==> src/rtl/vfsv_pkg.sv <==
package vfsv_pkg;

   localparam int SIN_FRAC = 15;
   localparam int SIN_W    = 16;
   localparam int LUT_LAST = 16;

   // round(sin(k * 3.75 deg) * 2^15), k = 0..16 covers 0..60 deg
   function automatic logic [SIN_W-1:0] sine_lut(input logic [4:0] k);
      logic [SIN_W-1:0] v;
      case (k)
         5'd0:    v = 16'd0;
         5'd1:    v = 16'd2143;
         5'd2:    v = 16'd4277;
         5'd3:    v = 16'd6393;
         5'd4:    v = 16'd8481;
         5'd5:    v = 16'd10533;
         5'd6:    v = 16'd12540;
         5'd7:    v = 16'd14493;
         5'd8:    v = 16'd16384;
         5'd9:    v = 16'd18205;
         5'd10:   v = 16'd19948;
         5'd11:   v = 16'd21605;
         5'd12:   v = 16'd23170;
         5'd13:   v = 16'd24636;
         5'd14:   v = 16'd25997;
         5'd15:   v = 16'd27246;
         5'd16:   v = 16'd28378;
         default: v = 16'd0;
      endcase
      return v;
   endfunction

endpackage

==> src/rtl/vfsv_phase.sv <==
module vfsv_phase #(
   parameter int FREQ_W = 4,
   parameter int SEC_W  = 12,
   parameter int STEP   = 200
) (
   input  logic              clk,
   input  logic              rst_n,
   input  logic              adv,
   input  logic [FREQ_W-1:0] freq,
   output logic [2:0]        sector,
   output logic [SEC_W-1:0]  inner
);
   localparam int SW = SEC_W + 1;

   logic [SW-1:0] sum;
   logic          wrap;

   always_comb begin
      sum  = SW'(inner) + SW'(freq) * SW'(STEP);
      wrap = sum[SEC_W];
   end

   always_ff @(posedge clk) begin
      if (!rst_n) begin
         sector <= 3'd0;
         inner  <= '0;
      end else if (adv) begin
         inner <= sum[SEC_W-1:0];
         if (wrap) sector <= (sector == 3'd5) ? 3'd0 : sector + 3'd1;
      end
   end

   // sector register stays inside 0..5
   p_sector_range_r4: assert property (@(posedge clk) disable iff (!rst_n)
      sector <= 3'd5);

   // zero command leaves the angle where it was
   p_zero_hold_r10: assert property (@(posedge clk) disable iff (!rst_n)
      (adv && freq == '0) |=> ($stable(inner) && $stable(sector)));

endmodule

==> src/rtl/vfsv_vf.sv <==
module vfsv_vf #(
   parameter int FREQ_W     = 4,
   parameter int MW         = 12,
   parameter int M_PER_CODE = 300,
   parameter int M_MAX      = 4096
) (
   input  logic [FREQ_W-1:0] freq,
   output logic [MW:0]       m
);
   localparam int MWP     = MW + 1;
   localparam int RAW_TOP = M_PER_CODE * ((1 << FREQ_W) - 1);

   logic [31:0] raw;
   always_comb raw = 32'(freq) * 32'(M_PER_CODE);

   generate
      if (RAW_TOP > M_MAX) begin : g_sat
         always_comb m = (raw > 32'(M_MAX)) ? MWP'(M_MAX) : MWP'(raw);
      end else begin : g_lin
         always_comb m = MWP'(raw);
      end
   endgenerate

endmodule

==> src/rtl/vfsv_dwell.sv <==
module vfsv_dwell
   import vfsv_pkg::*;
#(
   parameter int MW         = 12,
   parameter int M_MAX      = 4096,
   parameter int THALF      = 800,
   parameter int TW         = 10,
   parameter int ALPHA_BITS = 4
) (
   input  logic                  clk,
   input  logic                  rst_n,
   input  logic                  go,
   input  logic [2:0]            sector_in,
   input  logic [ALPHA_BITS-1:0] k_in,
   input  logic [MW:0]           m_in,
   output logic [2:0]            sector_o,
   output logic [TW-1:0]         tx_o,
   output logic [TW-1:0]         ty_o,
   output logic [TW-1:0]         tz_o,
   output logic                  valid_o
);
   localparam int PW    = MW + 1 + TW + SIN_W;
   localparam int SHIFT = MW + SIN_FRAC;

   // stage 1: table reads and operand capture
   logic [SIN_W-1:0] s_a1, s_b1;
   logic [MW:0]      m1;
   logic [2:0]       sec1;
   logic             v1;

   always_ff @(posedge clk) begin
      if (!rst_n) begin
         s_a1 <= '0; s_b1 <= '0; m1 <= '0; sec1 <= 3'd0; v1 <= 1'b0;
      end else begin
         v1 <= go;
         if (go) begin
            s_a1 <= sine_lut(5'(k_in));
            s_b1 <= sine_lut(5'(LUT_LAST) - 5'(k_in));
            m1   <= m_in;
            sec1 <= sector_in;
         end
      end
   end

   // stage 2: scaled products
   logic [PW-1:0] px, py;
   logic [TW-1:0] tx2, ty2;
   logic [2:0]    sec2;
   logic          v2;

   always_comb begin
      px = PW'(m1) * PW'(THALF) * PW'(s_b1);
      py = PW'(m1) * PW'(THALF) * PW'(s_a1);
   end

   always_ff @(posedge clk) begin
      if (!rst_n) begin
         tx2 <= '0; ty2 <= '0; sec2 <= 3'd0; v2 <= 1'b0;
      end else begin
         v2 <= v1;
         if (v1) begin
            tx2  <= TW'(px >> SHIFT);
            ty2  <= TW'(py >> SHIFT);
            sec2 <= sec1;
         end
      end
   end

   // stage 3: zero-vector time and output registers
   logic [TW:0]   act_sum;
   logic [TW-1:0] tz_c;

   always_comb begin
      act_sum = {1'b0, tx2} + {1'b0, ty2};
      tz_c    = (act_sum > (TW+1)'(THALF)) ? '0 : TW'((TW+1)'(THALF) - act_sum);
   end

   always_ff @(posedge clk) begin
      if (!rst_n) begin
         tx_o <= '0; ty_o <= '0; tz_o <= '0; sector_o <= 3'd0; valid_o <= 1'b0;
      end else begin
         valid_o <= v2;
         if (v2) begin
            tx_o     <= tx2;
            ty_o     <= ty2;
            tz_o     <= tz_c;
            sector_o <= sec2;
         end
      end
   end

   // a result only appears three edges after a strobe
   p_valid_latency_r2: assert property (@(posedge clk) disable iff (!rst_n)
      valid_o |-> $past(go, 3));

   // captured index never passes the ceiling
   p_m_ceiling_r6: assert property (@(posedge clk) disable iff (!rst_n)
      v1 |-> (32'(m1) <= 32'(M_MAX)));

   // the three times fill the half period exactly
   p_time_sum_r8: assert property (@(posedge clk) disable iff (!rst_n)
      valid_o |-> (32'(tx_o) + 32'(ty_o) + 32'(tz_o) == 32'(THALF)));

   // results hold while no new result is flagged
   p_hold_r9: assert property (@(posedge clk) disable iff (!rst_n)
      !valid_o |-> ($stable(tx_o) && $stable(ty_o) && $stable(tz_o) && $stable(sector_o)));

endmodule

==> src/rtl/vfsv_calc.sv <==
module vfsv_calc #(
   parameter int FREQ_W        = 4,
   parameter int ALPHA_BITS    = 4,
   parameter int FRAC_W        = 8,
   parameter int STEP_PER_CODE = 200,
   parameter int MW            = 12,
   parameter int M_PER_CODE    = 300,
   parameter int M_MAX         = 4096,
   parameter int THALF         = 800,
   localparam int TW           = $clog2(THALF + 1)
) (
   input  logic              clk,
   input  logic              rst_n,
   input  logic [FREQ_W-1:0] freq_cmd,
   input  logic              half_strobe,
   output logic [2:0]        sector_o,
   output logic [TW-1:0]     tx_o,
   output logic [TW-1:0]     ty_o,
   output logic [TW-1:0]     tz_o,
   output logic              valid_o
);
   localparam int SEC_W = ALPHA_BITS + FRAC_W;

   generate
      if (ALPHA_BITS != 4) begin : g_bad_alpha
         $error("sine table is built for 16 steps per sector");
      end
      if (STEP_PER_CODE * ((1 << FREQ_W) - 1) >= (1 << SEC_W)) begin : g_bad_step
         $error("largest step must stay below one sector");
      end
      if (M_MAX > (1 << MW)) begin : g_bad_mmax
         $error("index ceiling above 1.0 lets tx+ty exceed the half period");
      end
   endgenerate

   logic [2:0]       sector_q;
   logic [SEC_W-1:0] inner_q;
   logic [MW:0]      m_c;

   vfsv_phase #(.FREQ_W(FREQ_W), .SEC_W(SEC_W), .STEP(STEP_PER_CODE)) u_phase (
      .clk    (clk),
      .rst_n  (rst_n),
      .adv    (half_strobe),
      .freq   (freq_cmd),
      .sector (sector_q),
      .inner  (inner_q)
   );

   vfsv_vf #(.FREQ_W(FREQ_W), .MW(MW), .M_PER_CODE(M_PER_CODE), .M_MAX(M_MAX)) u_vf (
      .freq (freq_cmd),
      .m    (m_c)
   );

   vfsv_dwell #(.MW(MW), .M_MAX(M_MAX), .THALF(THALF), .TW(TW),
                .ALPHA_BITS(ALPHA_BITS)) u_dwell (
      .clk       (clk),
      .rst_n     (rst_n),
      .go        (half_strobe),
      .sector_in (sector_q),
      .k_in      (inner_q[SEC_W-1 -: ALPHA_BITS]),
      .m_in      (m_c),
      .sector_o  (sector_o),
      .tx_o      (tx_o),
      .ty_o      (ty_o),
      .tz_o      (tz_o),
      .valid_o   (valid_o)
   );

endmodule

==> config.mk <==
export PLATFORM = sky130hd
export DESIGN_NAME = vfsv_calc
export DESIGN_NICKNAME = d
export VERILOG_FILES = /design/src/rtl/vfsv_pkg.sv /design/src/rtl/vfsv_phase.sv /design/src/rtl/vfsv_vf.sv /design/src/rtl/vfsv_dwell.sv /design/src/rtl/vfsv_calc.sv
export SDC_FILE = /design/constraint.sdc
export NUM_CORES = 1
export LEC_CHECK = 0
export ABC_AREA = 1
export ABC_CLOCK_PERIOD_IN_PS = 9600
export BUFFER_PORTS_ARGS = -buffer_cell sky130_fd_sc_hd__buf_2
export CAP_MARGIN = 20
export CORE_MARGIN = 2
export CORE_UTILIZATION = 45
export DETAILED_ROUTE_END_ITERATION = 6
export PLACE_DENSITY_LB_ADDON = 0.12
export REMOVE_ABC_BUFFERS = 1
export SYNTH_ARGS = -nofsm -noshare
export SYNTH_HDL_FRONTEND = slang
export SYNTH_SLANG_ARGS = --single-unit
export TNS_END_PERCENT = 5
==> constraint.sdc <==
create_clock -name clk -period 9.6 [get_ports clk]
set_clock_uncertainty 0.2 [all_clocks]
set_input_delay 1.44 -clock clk [delete_from_list [all_inputs] [get_ports clk]]
set_output_delay 1.44 -clock clk [all_outputs]
set_load 0.01 [all_outputs]
==> summary.txt, run 1 <==
Floorplan
  • Chip width: 234 um
  • Placement row count: 84
  • Chip Height: 234 um
  • Die Footprint: 54600 um2
  • Total I/O pin count: 41
  • Starting density of the core: 45.4%
  • Core area: 52300 um2

STA
  • Final Critical Period: 8600 ps
  • Worst slew pin tran: 1080 ps
  • Worst Hold Slack: 265 ps
  • Slack of the critical path: 1000 ps
  • TNS Setup: 0 ps
  • RSZ-0062 raised after global routing: no
  • Endpoints failing setup: 0
  • Fin crit share: 89.6%
  • Pins Over Slew Limit: 0
  • Slew margin rel.: 27.9%
  • FMAX: 116 MHz
  • Fin. Hold Viols: 0

Logic synthesis
  • EDFF count, synth: 0
  • Synth top cells by count: inv_1, nand2_1, fa_1
  • Leading area contributor after synthesis: fa_1
  • Most frequent cell after synthesis: inv_1
  • Synth async-reset ratio: 0%
  • Post-synthesis cell count: 3208
  • Top post-synthesis cells by area: fa_1, ha_1, inv_1
  • Synthesized area per cell: 7.40 um2
  • Register area share after synthesis: 9.69%
  • Synth warn: 0
  • Mapped Area: 23700 um2
  • Synth cell types: 58
  • Yosys reg bits: 115
  • Top cell type's share of synthesized area: 30.9%
  • Ys flop type: dfxtp_1

Global routing
  • First-pass GRT wire length: 112000 um
  • Vias in the first global route: 20992
  • Total Routing Usage GR: 26.6%
  • Gr ovfl total: 0
  • Largest net degree at the start of global routing: 56
  • Initial antenna violation count: 0

Job
  • Max-Cap Viols: 0

Layout
  • Area Overhead vs Synth: 5.63%
  • Final net count: 3838
  • Layout cell share with drive strength beyond 1: 5.21%
  • Antenna diodes: 0
  • Final Cell Area: 25100 um2

Clock network
  • CTS Sinks: 115
  • CTS Buf Count: 17
  • Worst-path clk slew: 60 ps
  • Post_cts resized: 0
  • Clock Path Buffers: 2
  • Root Buffer: clkbuf_16
  • Setup bufs post-CTS: 0
  • Clock latency on the worst-skew pair: 450 ps
  • Post-CTS Hold Fix Bufs: 0
  • CTS H-tree lvls: 4
  • CTS tree: done

Worst setup path
  • Slowest cell delay on critical path: 650 ps
  • Arr. time, crit path: 8740 ps
  • Critical path class: flip-flop to flip-flop
  • Type of origin of the critical path: flip-flop
  • Largest fanout on the critical path: 18
  • CP most frequent cell: fa_1
  • Req. time, crit path: 9740 ps
  • Worst path slowest cell: clkinv_1
  • Critical path endpoint category: flip-flop

Routing
  • Routed length on met1: 30900 um
  • DR vias: 20049
  • Drt drc: 0
  • Met3 WL post-DR: 3600 um
  • Routed WL per cell: 17.8 um
  • Total Wirelength: 68900 um
  • ANT nets after route: 0
  • Starting DRT DRC Count: 1240
  • Max layer used: met4
  • DRT Pass-1 Iters: 5
  • Via density: 5.18
  • Met2 wire length: 32500 um

Place
  • Pre-CTS setup slack: 1150 ps
  • Dpl cell area: 24500 um2
  • # port buffers: 40
  • GP Congestion: 0.894
  • Post-DP HPWL: 56200 um

Outcome
  • Status: finished, final reports clean

Worst hold path
  • Hold crit path type: flip-flop to flip-flop

Power and ir drop
  • Total power: 3.92 mW
  • LEAKAGE: 14.0 nW
  • Worst VDD drop: 0.000135 V
  • Power per cell area: 156 nW/um2
## stage by stage
stage,std cells,utilization [%]
after global placement,3842,46.8
after detailed placement,3842,46.8
final,3874,47.9
after CTS,3874,47.9
after floorplan,3086,-
after global routing,3874,47.9
## where the power goes
group	leakage, nW	switching, mW	internal, mW
Clock	0.291	0.264	0.391
Sequential	0.944	0.143	0.524
Combinational	12.8	1.70	0.894
Total	14.0	2.11	1.81
## worst max-delay path, delay by kind of cell (launching register included)
family                   cells  cell delay (ps)
flip-flops                   1              410
AO/OA/AOI/OAI                4              740
buffers and inverters        7              920
adder cells (fa/ha/maj)     11             4690
AND/OR/NAND/NOR             10             1510
## cells in the final DEF (no fill, tap or decap), types with 3 or more instances in the layout
master | Yosys | routed
ha_1 | 292 | 292
nand3b_1 | 4 | 4
nand2_1 | 617 | 617
clkinv_4 | 0 | 4
clkinv_2 | 0 | 3
fa_1 | 366 | 366
nor2_1 | 315 | 315
o211ai_1 | 15 | 15
buf_2 | 22 | 40
inv_1 | 788 | 788
or2_2 | 4 | 4
a21oi_1 | 136 | 136
o21bai_1 | 8 | 8
nand4_1 | 22 | 22
inv_6 | 0 | 4
nor4_1 | 4 | 4
nand2_4 | 3 | 3
o21ai_1 | 4 | 4
nand3_1 | 114 | 114
xor2_1 | 20 | 20
nand2_2 | 26 | 26
a31oi_1 | 12 | 12
a21o_1 | 13 | 13
a221oi_1 | 6 | 6
buf_4 | 6 | 28
o21a_1 | 3 | 3
clkinv_1 | 12 | 11
xnor2_1 | 16 | 16
a21boi_0 | 3 | 3
a21oi_2 | 10 | 10
or2_1 | 4 | 4
nor3_1 | 12 | 12
o21ai_0 | 104 | 104
inv_2 | 8 | 9
clkbuf_16 | 0 | 17
dfxtp_1 | 115 | 115
## layer usage
layer	up-vias	track usage, %
met5	-	0
met2	525	44.6
li1	9548	-
met4	0	8.05
met1	9868	36.1
met3	108	2.87
## layout make-up
class | count | area, um2
Fill cell | 5384 | 27300
Multi-Input combinational cell | 2161 | 17900
Sequential cell | 115 | 2300
Inverter | 810 | 3050
Clock inverter | 14 | 153
Timing Repair Buffer | 68 | 410
Clock buffer | 18 | 439
Tap cell | 688 | 861
## final timing paths
path         slack [ps]             from               to  depth (start not counted)
min                 270  u_dwell.tz_o[4]  u_dwell.tz_o[4]                          2
max reg2reg        1000    u_dwell.m1[5]   u_dwell.tx2[9]                         32
max                1000    u_dwell.m1[5]   u_dwell.tx2[9]                         32
min reg2reg         270  u_dwell.tz_o[4]  u_dwell.tz_o[4]                          2
## cell families (layout without fill, tap and decap cells)
group / Yosys count / count (layout) / synth area share [%]
buffers and inverters: 932 / 910 / 15.0
AOI/OAI and AO/OA: 332 / 332 / 8.03
adders and majority gates: 658 / 658 / 46.2
xor gates and xnor gates: 36 / 36 / 1.33
and+or+nand+nor: 1135 / 1135 / 19.7
DFF: 115 / 115 / 9.69
## sequential cells by signal, summed over array words and instances, names as in the netlist, 3 cells and up
register	count
u_dwell.ty_o	10
u_dwell.m1	11
u_phase.inner	9
u_dwell.ty2	10
u_dwell.sector_o	3
u_dwell.tx_o	10
u_phase.sector	3
u_dwell.sec1	3
u_dwell.tx2	10
u_dwell.s_a1	15
u_dwell.tz_o	10
u_dwell.sec2	3
u_dwell.s_b1	15
Power figures use the tool's default switching activity.
==> inputs of run 2 (changes only) <==
--- a/config.mk
+++ b/config.mk
@@ -10,7 +10,7 @@
 export BUFFER_PORTS_ARGS = -buffer_cell sky130_fd_sc_hd__buf_2
 export CAP_MARGIN = 20
 export CORE_MARGIN = 2
-export CORE_UTILIZATION = 45
+export CORE_UTILIZATION = 25
 export DETAILED_ROUTE_END_ITERATION = 6
 export PLACE_DENSITY_LB_ADDON = 0.12
 export REMOVE_ABC_BUFFERS = 1
==> summary.txt, run 2 (same netlist as run 1, synthesis figures left out) <==
Layout
  • Antenna diodes: 0 (unchanged)
  • Final Cell Area: 26000 um2 (was 25100 um2)
  • Biggest regs: u_dwell.s_a1 (15), u_dwell.s_b1 (15), u_dwell.m1 (11) (unchanged)
  • Layout cell share with drive strength beyond 1: 5.60% (was 5.21%)
  • Fillcell total: 10604 (was 5384)
  • Most common cell after layout, fill and taps aside: inv_1 (unchanged)
  • Footprint of the multi-input gates: 17900 um2 (about the same)
  • Fin util: 27.4% (was 47.9%)
  • Commonest non-fill, non-tap cells in the layout: inv_1, nand2_1, fa_1 (unchanged)
  • Final net count: 3848 (was 3838)
  • Area Overhead vs Synth: 9.33% (was 5.63%)
  • Register Area: 2300 um2 (unchanged)

Floorplan
  • Chip Height: 312 um (was 234 um)
  • Total I/O pin count: 41 (unchanged)
  • Die Footprint: 97500 um2 (was 54600 um2)
  • Starting density of the core: 25.1% (was 45.4%)
  • Chip width: 312 um (was 234 um)
  • Placement row count: 113 (was 84)
  • Core area: 94600 um2 (was 52300 um2)

Clock network
  • Clock latency on the worst-skew pair: 440 ps (was 450 ps)
  • Post_cts resized: 0 (unchanged)
  • Setup bufs post-CTS: 0 (unchanged)
  • CTS Sinks: 115 (unchanged)
  • Post-CTS Hold Fix Bufs: 0 (unchanged)
  • Root Buffer: clkbuf_16 (unchanged)
  • Worst-path clk slew: 60 ps (about the same)
  • CTS Buf Count: 17 (unchanged)
  • CTS tree: done (unchanged)
  • CTS H-tree lvls: 4 (unchanged)
  • Clock Path Buffers: 2 (unchanged)

Worst setup path
  • CP most frequent cell: fa_1 (unchanged)
  • Req. time, crit path: 9740 ps (about the same)
  • Slowest cell delay on critical path: 550 ps (was 650 ps)
  • Arr. time, crit path: 8690 ps (was 8740 ps)
  • R2R depth: 35 (was 32)
  • Critical path endpoint category: flip-flop (unchanged)
  • Worst reg2reg setup slack: 1050 ps (was 1000 ps)
  • Worst r2r dst: u_dwell.ty2[8] (was u_dwell.tx2[9])
  • Critical path class: flip-flop to flip-flop (unchanged)
  • Worst path slowest cell: fa_1 (was clkinv_1)
  • Type of origin of the critical path: flip-flop (unchanged)
  • R2R Path Start: u_dwell.m1[6] (was u_dwell.m1[5])
  • Largest fanout on the critical path: 18 (unchanged)

Global routing
  • Total Routing Usage GR: 16.5% (was 26.6%)
  • Gr ovfl total: 0 (unchanged)
  • Vias in the first global route: 20707 (was 20992)
  • Initial antenna violation count: 1 (was 0)
  • Largest net degree at the start of global routing: 58 (was 56)
  • First-pass GRT wire length: 124000 um (was 112000 um)

Power and ir drop
  • Total power: 4.10 mW (was 3.92 mW)
  • Power per cell area: 158 nW/um2 (was 156 nW/um2)
  • Worst VDD drop: 0.000137 V (was 0.000135 V)
  • LEAKAGE: 14.1 nW (was 14.0 nW)

STA
  • RSZ-0062 raised after global routing: no (unchanged)
  • Worst slew pin tran: 1150 ps (was 1080 ps)
  • Fin. Hold Viols: 0 (unchanged)
  • Endpoints failing setup: 0 (unchanged)
  • Final Critical Period: 8550 ps (was 8600 ps)
  • TNS Setup: 0 ps (unchanged)
  • Pins Over Slew Limit: 0 (unchanged)
  • Worst Hold Slack: 265 ps (about the same)
  • Fin crit share: 89.1% (was 89.6%)
  • Slew margin rel.: 23.0% (was 27.9%)
  • FMAX: 117 MHz (was 116 MHz)

Worst hold path
  • Hold path start: u_dwell.tz_o[7] (was u_dwell.tz_o[4])
  • Hold crit path type: flip-flop to flip-flop (unchanged)
  • Min-Delay Endpoint: u_dwell.tz_o[7] (was u_dwell.tz_o[4])
  • Worst hold stages: 2 (unchanged)

Routing
  • DR vias: 19346 (was 20049)
  • Total Wirelength: 77500 um (was 68900 um)
  • Starting DRT DRC Count: 979 (was 1240)
  • Drt drc: 0 (unchanged)
  • DRT Pass-1 Iters: 6 (was 5)
  • ANT nets after route: 0 (unchanged)
  • Via density: 4.34 (was 5.18)
  • Routed WL per cell: 17.4 um (was 17.8 um)

Outcome
  • Status: finished, final reports clean (unchanged)

Place
  • Dpl cell area: 25300 um2 (was 24500 um2)
  • # port buffers: 40 (unchanged)
  • GP Congestion: 0.798 (was 0.894)
  • Post-DP HPWL: 62600 um (was 56200 um)

Job
  • Max-Cap Viols: 0 (unchanged)
==> run 2: cell count changes in the layout (fill, tap and decap cells not counted) <==
cell	previous run	this run
buf_4	28	37
clkinv_2	3	0
bufinv_16	2	4
buf_12	0	1
clkbuf_8	1	2
clkinv_4	4	3
clkinvlp_4	1	2
ha_1	292	291
ha_2	0	1
inv_1	788	787
inv_2	9	10
xor2_1	20	19
xor2_2	0	1
==> run 2: where the power goes <==
part / internal, mW / leakage, nW / switching [mW]
Clock: 0.453 / 0.311 / 0.272
Sequential: 0.524 / 0.944 / 0.126
Combinational: 0.917 / 12.8 / 1.81
==> run 2: worst max path at each step <==
stage,cells past startpoint,slack (ps),end,from
floorplan,31,1580,u_dwell.tx2[4],u_dwell.m1[4]
global placement,35,1080,u_dwell.ty2[4],u_dwell.m1[5]
detailed placement,35,1110,u_dwell.ty2[4],u_dwell.m1[6]
CTS,35,1090,u_dwell.ty2[4],u_dwell.m1[6]
global route,33,550,u_dwell.ty2[4],u_dwell.m1[8]
finish,35,1050,u_dwell.ty2[8],u_dwell.m1[6]
==> run 2: final cells by class <==
class                   instances  share of cell area, %
inverters                     810                   11.7
multi-input cells            2161                   68.9
clock inverters                13                  0.757
repair buffers                 78                   1.92
flip-flops and latches        115                   8.87
well taps                    1265                   6.10
clock buffers                  19                   1.74
==> run 2: stage by stage <==
step           setup slack (ps)  std cells
5_1_grt                     547       4461
3_5_place_dp               1110       4429
6_report                   1050       4461
4_1_cts                    1090       4461
3_3_place_gp               1080       4429
2_1_floorplan              1580       3086
==> run 2: worst max-delay path: cells and delay by family (launching register included) <==
kind / cells / cell delay (ps)
simple gates: 14 / 2110
compound gates: 3 / 470
flops: 1 / 400
buf+inv: 7 / 630
fa+ha+maj: 11 / 4650
==> run 2: per-layer routing <==
layer  global-route usage (%)  routed length, um
met5                        0                  8
met4                     3.47               1280
met3                     1.33               2010
met2                     27.3              35600
met1                     23.5              38700
